--- src/rtl/t2_comp_pkg.sv ---
package t2_comp_pkg;
  typedef struct packed {
    logic holdT2;     // store incoming t2 as pending
    logic holdRing;   // store incoming ring as pending
    logic selNewT2;   // completing pair takes t2 from the port
    logic selNewRing; // completing pair takes ring from the port
    logic fire;       // pair completes this cycle
    logic adv1;       // stage 1 holds a live pair
    logic adv2;       // stage 2 holds a live pair
  } ctrlStrobes_t;
endpackage

--- src/rtl/t2_comp_ctrl.sv ---
module t2_comp_ctrl
  import t2_comp_pkg::*;
(
  input  logic         clk,
  input  logic         rstN,
  input  logic         t2Valid,
  input  logic         ringValid,
  output ctrlStrobes_t strb,
  output logic         outValid
);
  logic pendT2, pendRing, live1, live2, fireNow;

  assign fireNow = (t2Valid | pendT2) & (ringValid | pendRing);

  always_ff @(posedge clk or negedge rstN) begin
    if (!rstN) begin
      pendT2   <= 1'b0;
      pendRing <= 1'b0;
      live1    <= 1'b0;
      live2    <= 1'b0;
      outValid <= 1'b0;
    end else begin
      pendT2   <= fireNow ? 1'b0 : (pendT2 | t2Valid);
      pendRing <= fireNow ? 1'b0 : (pendRing | ringValid);
      live1    <= fireNow;
      live2    <= live1;
      outValid <= live2;
    end
  end

  always_comb begin
    strb.holdT2     = t2Valid & ~fireNow;
    strb.holdRing   = ringValid & ~fireNow;
    strb.selNewT2   = t2Valid;
    strb.selNewRing = ringValid;
    strb.fire       = fireNow;
    strb.adv1       = live1;
    strb.adv2       = live2;
  end
endmodule

--- src/rtl/t2_comp_dp.sv ---
module t2_comp_dp
  import t2_comp_pkg::*;
#(
  parameter int CNT_W  = 16,
  parameter int GAIN_W = 6,
  parameter int FRAC_W = 4
) (
  input  logic              clk,
  input  logic              rstN,
  input  ctrlStrobes_t      strb,
  input  logic [CNT_W-1:0]  t2Count,
  input  logic [CNT_W-1:0]  ringCount,
  input  logic [GAIN_W-1:0] gainCode,
  input  logic              compEn,
  output logic [CNT_W-1:0]  outCount
);
  localparam int PROD_W = CNT_W + GAIN_W;
  localparam int SCL_W  = PROD_W - FRAC_W;

  logic [CNT_W-1:0]  t2Held, ringHeld;
  logic [CNT_W-1:0]  s1T2, s1Ring, s2T2;
  logic [GAIN_W-1:0] s1Gain;
  logic              s1En, s2En;
  logic [PROD_W-1:0] prodFull;
  logic [SCL_W-1:0]  s2Scaled, diffWide;
  logic [CNT_W-1:0]  resultNext;

  assign prodFull = PROD_W'(s1Ring) * PROD_W'(s1Gain);
  assign diffWide = SCL_W'(s2T2) - s2Scaled;

  always_comb begin
    if (!s2En)                        resultNext = s2T2;
    else if (s2Scaled >= SCL_W'(s2T2)) resultNext = '0;
    else                              resultNext = diffWide[CNT_W-1:0];
  end

  always_ff @(posedge clk or negedge rstN) begin
    if (!rstN) begin
      t2Held   <= '0;
      ringHeld <= '0;
      s1T2     <= '0;
      s1Ring   <= '0;
      s1Gain   <= '0;
      s1En     <= 1'b0;
      s2T2     <= '0;
      s2Scaled <= '0;
      s2En     <= 1'b0;
      outCount <= '0;
    end else begin
      if (strb.holdT2)   t2Held   <= t2Count;
      if (strb.holdRing) ringHeld <= ringCount;
      if (strb.fire) begin
        s1T2   <= strb.selNewT2   ? t2Count   : t2Held;
        s1Ring <= strb.selNewRing ? ringCount : ringHeld;
        s1Gain <= gainCode;
        s1En   <= compEn;
      end
      if (strb.adv1) begin
        s2T2     <= s1T2;
        s2Scaled <= prodFull[PROD_W-1:FRAC_W];
        s2En     <= s1En;
      end
      if (strb.adv2) outCount <= resultNext;
    end
  end
endmodule

--- src/rtl/t2_comp_unit.sv ---
module t2_comp_unit
  import t2_comp_pkg::*;
#(
  parameter int CNT_W  = 16,
  parameter int GAIN_W = 6,
  parameter int FRAC_W = 4
) (
  input  logic              clk,
  input  logic              rstN,
  input  logic [CNT_W-1:0]  t2Count,
  input  logic              t2Valid,
  input  logic [CNT_W-1:0]  ringCount,
  input  logic              ringValid,
  input  logic [GAIN_W-1:0] gainCode,
  input  logic              compEn,
  output logic [CNT_W-1:0]  outCount,
  output logic              outValid
);
  ctrlStrobes_t strb;
  logic         pairFire;

  assign pairFire = strb.fire;

  t2_comp_ctrl u_ctrl (
    .clk(clk), .rstN(rstN), .t2Valid(t2Valid), .ringValid(ringValid),
    .strb(strb), .outValid(outValid)
  );

  t2_comp_dp #(.CNT_W(CNT_W), .GAIN_W(GAIN_W), .FRAC_W(FRAC_W)) u_dp (
    .clk(clk), .rstN(rstN), .strb(strb), .t2Count(t2Count),
    .ringCount(ringCount), .gainCode(gainCode), .compEn(compEn),
    .outCount(outCount)
  );
endmodule

--- config.mk ---
export PLATFORM = sky130hd
export DESIGN_NAME = t2_comp_unit
export DESIGN_NICKNAME = d
export VERILOG_FILES = /design/src/rtl/t2_comp_pkg.sv /design/src/rtl/t2_comp_ctrl.sv /design/src/rtl/t2_comp_dp.sv /design/src/rtl/t2_comp_unit.sv
export SDC_FILE = /design/constraint.sdc
export NUM_CORES = 1
export LEC_CHECK = 0
export CORE_MARGIN = 1
export CORE_UTILIZATION = 46
export DETAILED_ROUTE_END_ITERATION = 16
export GPL_ROUTABILITY_DRIVEN = 0
export SYNTH_ARGS = -nofsm -noshare
export SYNTH_HDL_FRONTEND = slang
export SYNTH_SLANG_ARGS = --single-unit
--- constraint.sdc ---
create_clock -name clk -period 10.1 [get_ports clk]
set_clock_uncertainty 0.05 [all_clocks]
set_input_delay 2.02 -clock clk [delete_from_list [all_inputs] [get_ports clk]]
set_output_delay 2.02 -clock clk [all_outputs]
set_load 0.05 [all_outputs]
Yosys cells after proc, flatten, opt, wreduce, memory -nomap -nowiden

Cells that the tools add are included.

Bitwise logic cells: 6
$mul: 1
Muxes and demuxes: 6
Order comparisons: 1
Add/subtract/negate cells: 1

Operator list:

| operator                                     | number |
|---|---|
| 2-to-1 mux 16 bit                            | 4 |
| multiplier 16 x 6 -> 22 bit                  | 1 |
| greater-or-equal comparator 18 x 16 -> 1 bit | 1 |
| subtractor 16 bit                            | 1 |
| bitwise AND 1 bit                            | 3 |
| 2-to-1 mux 1 bit                             | 2 |
| OR 1 bit                                     | 2 |
| NOT 1 bit                                    | 1 |

Logic and storage cells: 30
Input bits: 43
Register bits after elaboration: 127
Output and inout bits: 17

Depth between registers and ports, before layout

Word-level depth: 4
Depth in mapped cells: 15
Mapped depth without buffers: 14

Hierarchy

A second synthesis with hierarchy kept.

Cell total of the unflattened synthesis: 959
Area, all modules: 9280.2 um^2

By module, submodules not included:

| module       | sequential area each (um^2) | area each (um^2) | cells each | instances |
|---|---|---|---|---|
| t2_comp_dp   | 3052.9                      | 9083.7           | 942        | 1 |
| t2_comp_ctrl | 125.1                       | 196.4            | 17         | 1 |

Worst setup path after synthesis

No wires, ideal clock.

Path type: register to register
Start: register u_dp.s1Gain[2]
End: register u_dp.s2Scaled[16]
Path buffers: 1
Data required time: 9.925 ns
Setup slack: 6.046 ns
Arrival: 3.879 ns
Period minus slack after synthesis: 4.054 ns
Cell stages (with the launch flop): 15
Path through: dfrtp_1 clkbuf_1 and2_1 fa_1 inv_1 fa_1 fa_1 inv_1 ha_1 and4_1 a221o_2 a21oi_4 o21ai_1 xor2_1 mux2_2

Word-level cells in the longest chain between the ends: 1

Ends and longest elaborated chain:

| element                     | line             | text |
|---|---|---|
| start: declaration          | t2_comp_dp.sv:22 | `logic [GAIN_W-1:0] s1Gain;` |
| start signal: assignment    | t2_comp_dp.sv:55 | `s1Gain <= gainCode;` |
| multiplier 16 x 6 -> 22 bit | t2_comp_dp.sv:28 | `assign prodFull = PROD_W'(s1Ring) * PROD_W'(s1Gain);` |
| end signal: assignment      | t2_comp_dp.sv:60 | `s2Scaled <= prodFull[PROD_W-1:FRAC_W];` |
| end: declaration            | t2_comp_dp.sv:25 | `logic [SCL_W-1:0] s2Scaled, diffWide;` |

Every way passes these cells.
A chain may end at the register's enable or synchronous reset.

Final worst setup path

Start: register u_dp.s1Gain[4]
End: register u_dp.s2Scaled[13]

The elaborated chain is that of the path after synthesis.

==> impl_metrics.py <==
metrics = {
    "synth": {
        "syn_nets": 1123,
        "ys_warn_count": 0,
        "synthTopCellsByArea": "dfrtp_1, fa_1, ha_1, and2_1, inv_1",
        "yosysMostFrequentCell": "inv_1",
        "synth_edf_count": 0,
        "synth_top_area_cell": "dfrtp_1",
        "netlist_top_cells_count": "inv_1, dfrtp_1, nand2_1",
        "synth-seq-cells": 127,
        "synth_area_mm2": 0.00924,
        "post-synth-top-area-fraction_pct": 34.4,
        "syn_inst": 964,
        "ys_async_sr_fraction_pct": 100,
        "synth.distinct_cells": 59,
        "yosysSeqAreaShare_pct": 34.4,
        "synthFlopType": "dfrtp_1",
        "synth_area_per_cell_um2": 9.58,
    },
    "route": {
        "route.vias.total": 6667,
        "route.detailed.drc": 0,
        "wl_per_cell_um": 15.3,
        "drt-total-wl_um": 19700,
        "ant_nets": 0,
        "drt-initial-drc-count": 421,
        "drtPass1Iterations": 4,
        "via_per_inst": 5.19,
    },
    "global_route": {
        "gr-usage-all-layers_pct": 21.3,
        "antenna_found_initial": 0,
        "grt_pass1_vias": 6686,
        "grt_max_degree": 77,
        "global_route.overflow_total": 0,
        "grt_pass1_wl_um": 34100,
    },
    "timing": {
        "post-route-period-util_pct": 43.2,
        "tightest_slew_ps": 1120,
        "setup_viol": 0,
        "layout_setup_ws_ps": 5730,
        "final_hold_viol_count": 0,
        "final_max_slew_viol_count": 0,
        "grt_setup_unrepaired": "false",
        "period_needed_ps": 4370,
        "max_slew_margin_pct": 25.1,
        "setup-tns-final_ps": 0,
        "fmax_mhz": 229,
    },
    "worst_setup_path": {
        "start_kind": "flop",
        "crit_path_cell_trace": "and2_1, fa_1, fa_1, inv_1, fa_1, inv_1, ha_1, nand2_1, a21oi_1, o211ai_1, nand3_1, a2111o_1, nand3_1",
        "cp_max_fo": 17,
        "critical-path-max-stage-delay_ps": 670,
        "cp_common_cell": "fa_1",
        "crit_slowest_cell": "dfrtp_1",
        "required_ps": 10390,
        "path_class": "flop to flop",
        "critPathTopFamily": "adder cells",
        "cp.arrival_ps": 4660,
        "worst-path-buf-inv": 2,
        "setup.worst_path.end_class": "flop",
    },
    "power_and_ir_drop": {
        "pwr-share-seq_pct": 25.6,
        "p_switching_w": 0.00137,
        "p_clk_share_pct": 19.3,
        "cellLeakagePower_nw": 5.00,
        "internal_power_w": 0.00165,
        "swShare_pct": 45.3,
        "powerDensity_mw_per_mm2": 285,
        "peakVddDrop_mv": 0.139,
        "power.share.combinational_pct": 55.0,
    },
    "finish": {
        "fillers": 1815,
        "diodes": 0,
        "layout-drive-gt1-share_pct": 8.43,
        "nets": 1166,
        "area_delta_synth_final_pct": 14.6,
    },
    "placement": {
        "pre_cts_slack_ps": 5340,
        "hpwl_um": 14800,
        "portBuffers": 59,
    },
    "die": {
        "coreArea_mm2": 0.0196,
        "num_rows": 51,
        "fp.dieH_um": 144,
        "fp.dieW_um": 144,
        "ios": 60,
        "start_util_pct": 47.1,
        "die_area_mm2": 0.0206,
    },
    "cts": {
        "clkTransAtPathRegs_ps": 60,
        "post_cts_resized": 0,
        "clock_latency_ps": 420,
        "cts_htree_levels": 4,
        "cts_setup_buffers": 0,
        "cts_tree": "built",
        "clock_path_buffers": 2,
        "cts.sinks": 127,
        "clock-root-buffer": "clkbuf_16",
        "cts_hold_buffers": 0,
        "cts-buffers-inserted": 17,
    },
    "status": {
        "status": "finished clean",
    },
    "run": {
        "drv_cap": 0,
    },
    "hold_path": {
        "hold_path_class": "flop to flop",
    },
}
## stage by stage
| step | std cells | utilization (%) | area, µm² | power [W] | hold WS, ps |
|---|---|---|---|---|---|
| CTS | 1285 | 54.0 | 10600 | 0.00305 | 433 |
| finish | 1285 | 54.0 | 10600 | 0.00302 | 429 |
| global route | 1285 | 54.0 | 10600 | 0.00330 | 454 |
| floorplan | 964 | - | 9240 | 0.00205 | 302 |
| detailed placement | 1253 | 51.2 | 10000 | 0.00245 | 416 |
| global placement | 1253 | 51.2 | 10000 | 0.00244 | 411 |
## cell type report
cell class / instances / area (µm²) / area share [%]
Sequential cell: 127 / 3180 / 30.0
Clock inverter: 12 / 101 / 0.958
Clock buffer: 20 / 457 / 4.31
Multi-Input combinational cell: 667 / 5400 / 51.0
Timing Repair Buffer: 64 / 626 / 5.91
Inverter: 130 / 488 / 4.61
Tap cell: 265 / 332 / 3.13
## cell usage in the layout, fill, tap and decap left out, drive strengths merged, types with 20 or more instances in the layout
cell type      synthesis  final
and2                  85     85
a21oi                 33     33
inv                  129    136
mux2i                 37     37
o21ai                 89     89
mux2                  34     34
clkdlybuf4s50          0     58
dfrtp                127    127
fa                    58     58
ha                    58     58
clkbuf                26     20
nand2                112    112
## metal layers
metal	share of wire, %	wire length [µm]	track usage (%)
met5	0	0	0
met1	53	10400	31.5
met4	0.72	142	5.26
met3	2.5	490	3.70
met2	44	8600	32.2
## final timing paths
check,end,cells after the start,start,slack [ps]
max,u_dp.s2Scaled[13],13,u_dp.s1Gain[4],5730
min,u_dp.s1T2[11],2,u_dp.s1T2[11],430
max reg2reg,u_dp.s2Scaled[13],13,u_dp.s1Gain[4],5730
min reg2reg,u_dp.s1T2[11],2,u_dp.s1T2[11],430
max in group asynchronous,u_dp.s1Ring[9],2,rstN,7000
min in group asynchronous,u_dp.s2Scaled[15],1,rstN,1590
## sequential cells by signal, summed over array words and instances, names as in the netlist
name             count
u_ctrl.pendT2        1
u_dp.t2Held         16
u_dp.s1En            1
u_dp.s1Ring         16
u_ctrl.outValid      1
u_dp.outCount       16
u_ctrl.pendRing      1
u_dp.s1T2           16
u_dp.s2En            1
u_dp.s1Gain          6
u_ctrl.live1         1
u_dp.s2T2           16
u_dp.s2Scaled       18
u_ctrl.live2         1
u_dp.ringHeld       16
## worst register-to-register path: stages (launching register included)
cell and delay (ps):
dfrtp_1 670, and2_1 230, fa_1 450, fa_1 550, inv_1 60, fa_1 530, inv_1 40, ha_1 360
nand2_1 150, a21oi_1 80, o211ai_1 310, nand3_1 270, a2111o_1 470, nand3_1 70
## kinds of logic (layout without fill, tap and decap cells)
| family | after synthesis | count (layout) | synth area share, % |
|---|---|---|---|
| simple gates | 270 | 270 | 14.8 |
| compound gates | 189 | 189 | 12.9 |
| buf+inv | 170 | 226 | 7.23 |
| flops | 127 | 127 | 34.4 |
| fa+ha+maj | 116 | 116 | 20.4 |
| mux | 71 | 71 | 8.16 |
| xor+xnor | 21 | 21 | 1.99 |
## power by group through the flow
stage | clock [W] | sequential [W] | combinational (W)
2_1_floorplan | 0 | 0.000835 | 0.00121
3_3_place_gp | 0 | 0.000779 | 0.00166
3_5_place_dp | 0 | 0.000783 | 0.00167
4_1_cts | 0.000598 | 0.000773 | 0.00168
5_1_grt | 0.000618 | 0.000794 | 0.00189
6_report | 0.000584 | 0.000774 | 0.00166
No activity file was read; power rests on OpenSTA's default activity.
